## src/rtl/pwm_timebase.sv

```systemverilog
module pwm_timebase #(
  parameter int CNT_W       = 5,
  parameter int DIV_W       = 2,
  parameter int SYNC_STAGES = 2
) (
  input  logic             clk,
  input  logic             rst_n,
  input  logic             run_a,
  input  logic             run_b,
  input  logic             slave_mode,
  input  logic [DIV_W-1:0] div_sel,
  input  logic [CNT_W-1:0] per_val,
  input  logic             sync_in,
  output logic [CNT_W-1:0] count,
  output logic             tick,
  output logic             period_end,
  output logic             sync_out
);
  localparam int PRE_W = (1 << DIV_W) - 1;

  logic [CNT_W-1:0]     cnt_q, per_q;
  logic [DIV_W-1:0]     div_q;
  logic [PRE_W-1:0]     pre_q, pre_lim;
  logic                 armed_q;
  logic [SYNC_STAGES:0] sy_q;

  wire enabled   = run_a | run_b;
  wire sync_rise = sy_q[SYNC_STAGES-1] & ~sy_q[SYNC_STAGES];
  wire held      = ~enabled | (slave_mode & ~armed_q);

  assign pre_lim = PRE_W'((32'd1 << div_q) - 32'd1);

  wire tick_w  = ~held & (pre_q == pre_lim);
  wire at_top  = (cnt_q == per_q);
  wire wrap    = tick_w & at_top;
  wire restart = ~held & slave_mode & sync_rise;
  wire bound   = wrap | restart;

  wire [CNT_W-1:0] per_safe = (per_val == '0) ? CNT_W'(1) : per_val;

  always_ff @(posedge clk or negedge rst_n) begin
    if (!rst_n) begin
      sy_q    <= '0;
      armed_q <= 1'b0;
      per_q   <= CNT_W'(1);
      div_q   <= '0;
      cnt_q   <= '0;
      pre_q   <= '0;
    end else begin
      sy_q <= {sy_q[SYNC_STAGES-1:0], sync_in};

      if (!enabled || !slave_mode) armed_q <= 1'b0;
      else if (sync_rise)          armed_q <= 1'b1;

      if (held || bound) begin
        per_q <= per_safe;
        div_q <= div_sel;
      end

      if (held || restart) begin
        cnt_q <= '0;
        pre_q <= '0;
      end else if (tick_w) begin
        pre_q <= '0;
        cnt_q <= at_top ? '0 : cnt_q + 1'b1;
      end else begin
        pre_q <= pre_q + 1'b1;
      end
    end
  end

  assign count      = cnt_q;
  assign tick       = tick_w;
  assign period_end = bound;
  assign sync_out   = ~held & ~slave_mode & at_top;
endmodule

```

## config.mk

```make
export PLATFORM = sky130hd
export DESIGN_NAME = pwm_timebase
export DESIGN_NICKNAME = d
export VERILOG_FILES = /design/src/rtl/pwm_timebase.sv
export SDC_FILE = /design/constraint.sdc
export NUM_CORES = 1
export LEC_CHECK = 0
export BUFFER_PORTS_ARGS = -buffer_cell sky130_fd_sc_hd__buf_2
export CAP_MARGIN = 0
export CORE_UTILIZATION = 42
export CTS_CLUSTER_SIZE = 24
export DETAILED_ROUTE_END_ITERATION = 8
export PLACE_DENSITY = 0.67
export SLEW_MARGIN = 15
export SYNTH_ARGS = -nofsm -noshare
export SYNTH_HDL_FRONTEND = slang
export SYNTH_SLANG_ARGS = --single-unit
```

## constraint.sdc

```tcl
create_clock -name clk -period 5.65 [get_ports clk]
set_clock_uncertainty 0.2 [all_clocks]
set_input_delay 0.565 -clock clk [delete_from_list [all_inputs] [get_ports clk]]
set_output_delay 0.565 -clock clk [all_outputs]
set_load 0.05 [all_outputs]
```

==> flow_metrics.env, run 1 <==
export IMPL_mappedNetlistArea_um2=941
export IMPL_drv_slew=0
export IMPL_dr_pass1_iters=4
export IMPL_hp_class="flop to flop"
export IMPL_min_delay_worst_endpoint="sy_q[1]"
export IMPL_pwr_share_seq=0.569
export IMPL_drtIter0Drc=7
export IMPL_postSynthCellCount=90
export IMPL_ant_nets=0
export IMPL_syn_nets=105
export IMPL_postCtsResizedCells=0
export IMPL_final_common_cell="buf_2"
export IMPL_cp_slowest_stage_delay_ns=0.45
export IMPL_period_needed_ns=2.63
export IMPL_reg2reg_depth=5
export IMPL_reg2reg_to="div_q[1]"
export IMPL_ys_seq_elements=19
export IMPL_min_path_cells=0
export IMPL_powerDensity_nw_per_um2=250
export IMPL_async_flop_share=1.00
export IMPL_track_usage=0.162
export IMPL_syn2layout_area_growth_pct=16.5
export IMPL_startpoint_type="flop"
export IMPL_core_region_area_um2=2040
export IMPL_antenna_found_initial=0
export IMPL_pwr_share_comb=0.185
export IMPL_p_leak_uw=0.000528
export IMPL_yosysUniqueCellTypes=30
export IMPL_rows=16
export IMPL_avgSynthCellArea_um2=10.5
export IMPL_clock_path_buffers=2
export IMPL_setup_viol=0
export IMPL_routed_wl_mm=1.67
export IMPL_cts_tree="built"
export IMPL_dieWidth_um=49.3
export IMPL_yosysTopAreaCell="dfrtp_1"
export IMPL_cp_end_kind="primary output"
export IMPL_drive_gt1_frac=0.301
export IMPL_rsz0062_at_grt="no"
export IMPL_ys_flop_type="dfrtp_1"
export IMPL_p_sw_uw=77.6
export IMPL_io_pins=21
export IMPL_p_sw_frac=0.284
export IMPL_critical_path_class="flop to primary output"
export IMPL_tns_ns=0
export IMPL_critPathMaxFanout=7
export IMPL_grt_max_degree=20
export IMPL_slowest_stage="dfrtp_1"
export IMPL_yosys_warnings=0
export IMPL_synth_edff_count=0
export IMPL_drt_drc_violations_left=0
export IMPL_slew_headroom=0.417
export IMPL_ys_seq_area_frac=0.507
export IMPL_first_global_vias=649
export IMPL_num_antenna_cells=0
export IMPL_period_share=0.466
export IMPL_grt_pass1_wl_mm=2.94
export IMPL_synthTopCellsByArea="dfrtp_1 48%, mux2_2 7.2%, xor2_1 4.7%, nand2_1 4.0%, nor2_1 4.0%"
export IMPL_cp_required_ns=4.89
export IMPL_numClockSinks=19
export IMPL_yosysTopAreaCellShare=0.479
export IMPL_clkTransAtPathRegs_ns=0.11
export IMPL_portBuffers=20
export IMPL_hold_viol=0
export IMPL_tightest_slew_ns=0.874
export IMPL_gp_congestion=0.796
export IMPL_nNetsFinal=129
export IMPL_dp_hpwl_mm=1.25
export IMPL_floorplan_initialDensity=0.461
export IMPL_ir_drop_v=0.000144
export IMPL_r2r_slack_ns=3.42
export IMPL_holdWs_ns=0.161
export IMPL_vias_per_cell=5.16
export IMPL_worst_ep_arrival_time_ns=1.87
export IMPL_numCtsBuffers=3
export IMPL_die_y_um=49.3
export IMPL_timing_fmax_mhz=380
export IMPL_clock_latency_ns=0.29
export IMPL_most_common_layout_cells="20 x buf_2, 18 x dfrtp_1, 10 x nor2_1, 10 x nand2_1, 6 x mux2_2"
export IMPL_hp_start="sy_q[0]"
export IMPL_r2r_start="sy_q[1]"
export IMPL_ctsRootBufferMaster="clkbuf_4"
export IMPL_dieArea_um2=2430
export IMPL_worstPathCellList="xor2_1 > nor3_2 > nand2_1 > nor3_1 > buf_2"
export IMPL_htree_levels=1
export IMPL_pwr_share_clk=0.246
export IMPL_wire_per_inst_um=11.9
export IMPL_cap_violations=0
export IMPL_via_count=722
export IMPL_p_int_uw=196
export IMPL_overflow=0
export IMPL_status="finished clean"
[per-layer routing]
layer | GRT usage | routed length (um) | up-vias
met5 | 0 | 0 | -
met4 | 0.0735 | 21 | 0
met3 | 0.0405 | 70 | 2
met2 | 0.244 | 730 | 17
met1 | 0.217 | 848 | 345
li1 | - | - | 358
[cell type report]
class	instances	area, um^2
clock buffer	4	26.3
fill	197	946
inverter	3	11.3
multi-input combinational	66	438
sequential	19	477
tap	27	33.8
timing repair buffer	21	110
[cells by family (layout without fill, tap and decap cells)]
kind of cell / after synthesis / count (layout) / synth area share
XOR/XNOR: 7 / 7 / 0.0652
adder cells (fa/ha/maj): 2 / 2 / 0.0266
AND/OR/NAND/NOR: 35 / 35 / 0.181
multiplexers: 7 / 7 / 0.0824
AO/OA/AOI/OAI: 15 / 15 / 0.110
buffers and inverters: 5 / 28 / 0.0279
flip-flops: 19 / 19 / 0.507
[cells in the mapped netlist, drive strengths merged (2+ instances only)]
cell	number
dfrtp	18
nand2	10
o21ai	3
a21boi	2
ha	2
nand3	3
nor2	10
o22ai	3
xor2	5
inv	3
mux2	6
xnor2	2
a21oi	4
nand3b	2
nor3	4
[power by group through the flow]
stage	sequential [uW]	clock, uW	combinational, uW
after floorplan	159	0	36.1
after global placement	158	0	49.8
after detailed placement	159	0	50.6
after CTS	156	69.6	51.3
after global routing	158	76.9	56.7
final	156	67.2	50.6
[critical path, delay by kind of cell (launching register included)]
| family | cells | cell delay (ns) |
|---|---|---|
| XOR/XNOR | 1 | 0.17 |
| buffers and inverters | 1 | 0.29 |
| flip-flops | 1 | 0.45 |
| AND/OR/NAND/NOR | 3 | 0.65 |
[flip-flops by register name, summed over array words and instances, names as in the netlist]
register / count
sy_q: 3
count: 5
pre_q: 3
per_q: 5
div_q: 2
armed_q: 1
[worst max path at each step]
| stage | endpoint | start | slack (ns) | cells after the start |
|---|---|---|---|---|
| finish | sync_out | count[0] | 3.02 | 5 |
| global route | sync_out | count[0] | 2.88 | 5 |
| CTS | sync_out | per_q[0] | 3.02 | 5 |
| detailed placement | tick | slave_mode | 3.29 | 6 |
| global placement | tick | slave_mode | 3.28 | 6 |
| floorplan | sync_out | count[0] | 2.55 | 4 |
[stage by stage]
stage | cells | instance area, um^2 | total power (uW) | util | setup slack [ns]
floorplan | 90 | 941 | 195 | - | 2.55
finish | 140 | 1100 | 274 | 0.537 | 3.02
global placement | 135 | 1060 | 208 | 0.519 | 3.28
CTS | 140 | 1100 | 277 | 0.537 | 3.02
detailed placement | 135 | 1060 | 209 | 0.519 | 3.29
global route | 140 | 1100 | 291 | 0.537 | 2.88
[what timing repair did]
item / 4_1_cts / 5_1_grt
endpoints found under the hold margin: 8 / 0
setup buffers: 0 / 0
hold buffers: 1 / 0
(Power assumes the default switching activity.)
==> run 2, diff against run 1 <==
--- a/config.mk
+++ b/config.mk
@@ -5,6 +5,7 @@
 export SDC_FILE = /design/constraint.sdc
 export NUM_CORES = 1
 export LEC_CHECK = 0
+export ABC_AREA = 1
 export BUFFER_PORTS_ARGS = -buffer_cell sky130_fd_sc_hd__buf_2
 export CAP_MARGIN = 0
 export CORE_UTILIZATION = 42
==> constraint.sdc (replaced) <==
create_clock -name clk -period 2.7 [get_ports clk]
set_clock_uncertainty 0.2 [all_clocks]
set_input_delay 0.27 -clock clk [delete_from_list [all_inputs] [get_ports clk]]
set_output_delay 0.27 -clock clk [all_outputs]
set_load 0.05 [all_outputs]
==> run 2 against run 1 <==
- first-iteration DRC count rose by 100%
- largest power group unchanged
- critical path depth up 2
- non-clock buffer count grew 3
- clock-buffer cell count unchanged
- global-route usage grew 1.2 points
- combinational power rose to 4.3 times the previous value
- power rose to 2.6 times the previous value
- sequential power is 130% higher
- sequential share of layout area decreased by 5.2 points
- register-to-register slack lost 2.4 ns
- setup slack got worse by 2.5 ns
==> flow_metrics.env, run 2 <==
export IMPL_cp_required_ns=2.23
export IMPL_floorplan_initialDensity=0.459
export IMPL_synth_fa_ha_area_frac=0.0237
export IMPL_ant_nets=0
export IMPL_cap_violations=0
export IMPL_p_leak_uw=0.000716
export IMPL_cp_slowest_stage_delay_ns=0.55
export IMPL_yosysTopAreaCell="dfrtp_1"
export IMPL_syn2layout_area_growth_pct=18.0
export IMPL_worst_ep_arrival_time_ns=1.67
export IMPL_ys_seq_area_frac=0.452
export IMPL_nNetsFinal=183
export IMPL_startpoint_type="flop"
export IMPL_clock_path_buffers=2
export IMPL_slew_headroom=0.716
export IMPL_routed_wl_mm=1.93
export IMPL_worstPathCellList="nand2_1 > inv_1 > nor2_1 > nor2_2 > nand3_4 > nor3_1 > buf_2"
export IMPL_async_flop_share=1.00
export IMPL_rsz0062_at_grt="no"
export IMPL_timing_fmax_mhz=468
export IMPL_numCtsBuffers=3
export IMPL_via_count=906
export IMPL_muxShareOfSynthArea=0
export IMPL_wire_per_inst_um=9.89
export IMPL_synth_simple_area_share=0.372
export IMPL_seq_area_um2=477
export IMPL_yosysUniqueCellTypes=24
export IMPL_drt_drc_violations_left=0
export IMPL_pre_cts_slack_ns=0.887
export IMPL_portBuffers=20
export IMPL_syn_nets=155
export IMPL_postCtsSetupBuffers=0
export IMPL_tns_ns=0
export IMPL_grt_pass1_wl_mm=3.43
export IMPL_clock_latency_ns=0.30
export IMPL_ys_seq_elements=19
export IMPL_dr_pass1_iters=4
export IMPL_synth_top_family_by_area="simple AND/OR/NAND/NOR gates"
export IMPL_yosys_cell_count_top_type="nand2_1"
export IMPL_antenna_found_initial=0
export IMPL_first_global_vias=841
export IMPL_setup_viol=0
export IMPL_yosysTopAreaCellShare=0.427
export IMPL_clkTransAtPathRegs_ns=0.10
export IMPL_drv_slew=0
export IMPL_drive_gt1_frac=0.210
export IMPL_num_antenna_cells=0
export IMPL_ir_drop_v=0.000300
export IMPL_cts_tree="built"
export IMPL_critPathMaxFanout=8
export IMPL_tightest_slew_ns=0.426
export IMPL_vias_per_cell=4.65
export IMPL_dp_hpwl_mm=1.43
export IMPL_ctsRootBufferMaster="clkbuf_4"
export IMPL_synth_common_cells="47 x nand2_1, 21 x inv_1, 18 x dfrtp_1"
export IMPL_design_area_um2=1240
export IMPL_io_pins=21
export IMPL_period_share=0.792
export IMPL_drtIter0Drc=14
export IMPL_most_common_layout_cells="47 x nand2_1, 21 x inv_1, 20 x buf_2"
export IMPL_numClockSinks=19
export IMPL_hold_viol=0
export IMPL_final_common_cell="nand2_1"
export IMPL_status="finished clean"
export IMPL_slowest_stage="dfstp_2"
export IMPL_worst_slack_ns=0.562
export IMPL_critical_path_class="flop to primary output"
export IMPL_synth_compound_area_frac=0.0344
export IMPL_rows=17
export IMPL_multiInputGateArea_um2=480
export IMPL_placed_area_um2=1180
export IMPL_core_region_area_um2=2300
export IMPL_overflow=0
export IMPL_synthTopCellsByArea="dfrtp_1 43%, nand2_1 17%, inv_1 7.5%, nand3_1 6.2%, nor2_1 5.0%"
export IMPL_powerDensity_nw_per_um2=581
export IMPL_gp_congestion=0.839
export IMPL_postSynthCellCount=140
export IMPL_grt_max_degree=20
export IMPL_period_needed_ns=2.14
export IMPL_postCtsResizedCells=0
export IMPL_hp_class="primary input to flop"
export IMPL_n_fill_cell=244
export IMPL_ys_flop_type="dfrtp_1"
export IMPL_die_y_um=52.1
export IMPL_avgSynthCellArea_um2=7.53
export IMPL_cp_num_buf_inv=2
export IMPL_mappedNetlistArea_um2=1050
export IMPL_synth_edff_count=0
export IMPL_dieArea_um2=2720
export IMPL_fin_util=0.542
export IMPL_dieWidth_um=52.1
export IMPL_track_usage=0.174
export IMPL_synth_xor_xnor_area_share=0.0249
export IMPL_cp_top_family="flip-flops"
export IMPL_cp_end_kind="primary output"
export IMPL_htree_levels=1
export IMPL_yosys_warnings=0
## run 2: cell types whose count changed after synthesis, moves of 3 or more
cell / previous run / this run
mux2_2: 6 / 0
inv_1: 3 / 21
nand2_1: 10 / 47
nor2_2: 0 / 3
nand3_1: 3 / 13
nor2_1: 10 / 14
xor2_1: 5 / 1
## run 2: metal layers
layer	vias to the layer above	wire length, um	GRT usage	part of all wire
met2	26	836	0.261	0.43
met1	388	951	0.226	0.49
li1	485	-	-	-
met5	-	0	0	0
met4	0	66	0.131	0.034
met3	7	73	0.0205	0.038
## run 2: layout make-up
type	instances	area share
tap	28	0.0281
timing repair buffer	24	0.113
multi-input combinational	97	0.386
inverter	23	0.0693
clock buffer	4	0.0211
sequential	19	0.383
## run 2: power by group
group | switching, uW | internal, uW
combinational | 141 | 78.1
sequential | 37.4 | 327
clock | 82.8 | 57.6
## run 2: metrics by stage
| stage | hold slack [ns] | total power (uW) | instances |
|---|---|---|---|
| 6_report | 0.0185 | 724 | 195 |
| 4_1_cts | 0.0106 | 736 | 195 |
| 5_1_grt | 0.0226 | 783 | 195 |
| 3_5_place_dp | 0.0328 | 586 | 187 |
| 3_3_place_gp | 0.0204 | 581 | 187 |
| 2_1_floorplan | -0.226 | 540 | 140 |
## run 2: cell families (layout without fill, tap and decap cells)
family | count (synthesis) | after routing
AND/OR/NAND/NOR | 86 | 86
buffers and inverters | 24 | 51
flip-flops | 19 | 19
AO/OA/AOI/OAI | 6 | 6
XOR/XNOR | 3 | 3
adder cells (fa/ha/maj) | 2 | 2
## run 2: worst reg2reg max path, stage by stage (launching register included)
cell	delay, ns
dfrtp_1	0.34
inv_1	0.05
nand2_1	0.08
nand2_1	0.13
nor2_1	0.14
nand3_2	0.13
nand2_2	0.22
inv_1	0.15
nand2_1	0.08
nand2_1	0.05
## run 2: worst paths after layout
kind	from	end	slack [ns]	cells after the start
worst max-delay path	per_q[0]	sync_out	0.56	7
worst min-delay path	per_val[2]	per_q[2]	0.02	3
worst max register to register	armed_q	count[4]	1.03	9
worst min register to register	sy_q[0]	sy_q[1]	0.16	0
max in group asynchronous	rst_n	per_q[0]	1.74	2
min in group asynchronous	rst_n	pre_q[0]	0.23	2
## run 2: repair_timing
action | CTS | global route
hold buffers | 4 | 0
endpoints found under the setup margin | 0 | 0
endpoints found under the hold margin | 21 | 0
==> run 3, diff against run 2 <==
--- a/config.mk
+++ b/config.mk
@@ -5,7 +5,7 @@
 export SDC_FILE = /design/constraint.sdc
 export NUM_CORES = 1
 export LEC_CHECK = 0
-export ABC_AREA = 1
+export ABC_AREA = 0
 export BUFFER_PORTS_ARGS = -buffer_cell sky130_fd_sc_hd__buf_2
 export CAP_MARGIN = 0
 export CORE_UTILIZATION = 42
==> constraint.sdc (replaced) <==
create_clock -name clk -period 2.1 [get_ports clk]
set_clock_uncertainty 0.2 [all_clocks]
set_input_delay 0.21 -clock clk [delete_from_list [all_inputs] [get_ports clk]]
set_output_delay 0.21 -clock clk [all_outputs]
set_load 0.05 [all_outputs]
==> run 3 against run 2 <==
- the flow now finishes with violations (negative setup slack)
- utilization grew 10 points
- non-clock buffer count grew 15
- sequential power grew 16%
- via count shrank 11%
- critical path depth shrank 1
- sequential cell count is the same
- power grew 10%
- clock power grew 32%
- cell count shrank 19%
- critical endpoint is now div_q[1]
==> flow_metrics.env, run 3 (same netlist as run 1, synthesis figures left out) <==
export IMPL_status="finished, violations left"
export IMPL_failed_checks="negative setup slack"
export IMPL_hp_class="primary input to flop"
export IMPL_wire_per_inst_um=13.8
export IMPL_htree_levels=1
export IMPL_antenna_found_initial=0
export IMPL_drive_gt1_frac=0.420
export IMPL_cp_top_family="compound AO/OA/AOI/OAI gates"
export IMPL_clkTransAtPathRegs_ns=0.11
export IMPL_total_power_uw=799
export IMPL_first_global_vias=786
export IMPL_powerDensity_nw_per_um2=608
export IMPL_dr_pass1_iters=4
export IMPL_final_common_cell="buf_2"
export IMPL_gp_congestion=0.799
export IMPL_rows=16
export IMPL_holdWs_ns=0.0822
export IMPL_slowest_stage="dfrtp_1"
export IMPL_cp_num_buf_inv=1
export IMPL_ant_nets=0
export IMPL_period_share=1.02
export IMPL_timing_fmax_mhz=467
export IMPL_drt_drc_violations_left=0
export IMPL_startpoint_type="flop"
export IMPL_portBuffers=20
export IMPL_core_region_area_um2=2040
export IMPL_routed_wl_mm=2.18
export IMPL_grt_pass1_wl_mm=3.56
export IMPL_grt_max_degree=20
export IMPL_critPathMaxFanout=7
export IMPL_cp_required_ns=2.09
export IMPL_hold_viol=0
export IMPL_overflow=0
export IMPL_period_needed_ns=2.14
export IMPL_cp_startpoint="div_q[1]"
export IMPL_num_antenna_cells=0
export IMPL_drv_slew=0
export IMPL_dp_cells=138
export IMPL_setup_viol=6
export IMPL_via_count=806
export IMPL_clock_latency_ns=0.29
export IMPL_die_y_um=49.3
export IMPL_rsz0062_at_grt="yes"
export IMPL_floorplan_initialDensity=0.461
export IMPL_r2r_start="div_q[1]"
export IMPL_syn2layout_area_growth_pct=39.8
export IMPL_final_cells=158
export IMPL_ctsRootBufferMaster="clkbuf_4"
export IMPL_worstPathCellList="nor3_2 > o21ai_1 > a21o_2 > buf_4 > o21ai_4 > mux2_2"
export IMPL_drtIter0Drc=10
export IMPL_most_common_layout_cells="17 x buf_2, 13 x dfrtp_1, 10 x dlygate4sd3_1, 10 x buf_4, 9 x nand2_1"
export IMPL_p_leak_uw=0.000619
export IMPL_cp_slowest_stage_delay_ns=0.44
export IMPL_reg2reg_depth=6
export IMPL_worst_ep_arrival_time_ns=2.13
export IMPL_cap_violations=0
export IMPL_crit_end="div_q[1]"
export IMPL_track_usage=0.193
export IMPL_vias_per_cell=5.10
export IMPL_clock_path_buffers=2
export IMPL_cts_tree="built"
export IMPL_slew_headroom=0.725
export IMPL_critical_path_class="flop to flop"
export IMPL_fin_util=0.644
export IMPL_dieArea_um2=2430
export IMPL_dieWidth_um=49.3
export IMPL_nNetsFinal=147
export IMPL_r2r_slack_ns=-0.04
export IMPL_numClockSinks=19
export IMPL_cp_num_cells=6
export IMPL_numCtsBuffers=3
export IMPL_io_pins=21
export IMPL_cp_end_kind="flop"
export IMPL_worst_slack_ns=-0.0405
export IMPL_tightest_slew_ns=0.413
export IMPL_ir_drop_v=0.000471
export IMPL_reg2reg_to="div_q[1]"
export IMPL_dp_hpwl_mm=1.40
-- run 3: worst min path at each step --
stage / startpoint / end / slack [ns] / cells past startpoint
after floorplan: rst_n / armed_q / -0.29 / 0
after global placement: rst_n / armed_q / -0.04 / 1
after CTS: run_a / armed_q / 0.08 / 3
after detailed placement: rst_n / armed_q / -0.03 / 1
after global routing: run_a / armed_q / 0.11 / 3
final: run_a / armed_q / 0.08 / 3
-- run 3: layout make-up --
type                    count  area, um^2
repair buffers             39         283
fillers                   177         727
flip-flops and latches     19         483
inverters                   3        11.3
well taps                  27        33.8
multi-input cells          66         478
clock buffers               4        26.3
-- run 3: what timing repair did --
item / in CTS / in global routing
hold buffers: 10 / 0
gates resized for setup: 4 / 10
pin swaps: 1 / 4
hold endpoints to repair: 28 / 0
buffers inserted: 2 / 4
endpoints found under the setup margin: 3 / 9
-- run 3: power by group --
| group | total (uW) | switching [uW] | internal [uW] |
|---|---|---|---|
| sequential | 423 | 27.3 | 396 |
| combinational | 190 | 97.5 | 92.6 |
| clock | 185 | 112 | 73.8 |
| total | 799 | 236 | 563 |
-- run 3: metrics by stage --
stage / area, um^2 / setup TNS [ns] / worst slack (ns)
final: 1320 / -0.160 / -0.0405
after global routing: 1320 / -0.478 / -0.0802
after CTS: 1250 / 0 / 0.0198
after detailed placement: 1100 / 0 / 0.0632
after global placement: 1100 / 0 / 0.113
after floorplan: 961 / 0 / 0.00959
-- run 3: routing by layer --
metal  vias to the layer above  wire length, um  GRT usage
met5                         -                0          0
li1                        396                -          -
met4                         0               31     0.0931
met2                        21             1100      0.306
met1                       383              972      0.254
met3                         6               76     0.0312
-- run 3: tightest hold or removal path, delay by kind of cell --
| kind | cells | cell delay, ns |
|---|---|---|
| buffers and inverters | 1 | 0.09 |
| and+or+nand+nor | 2 | 0.23 |
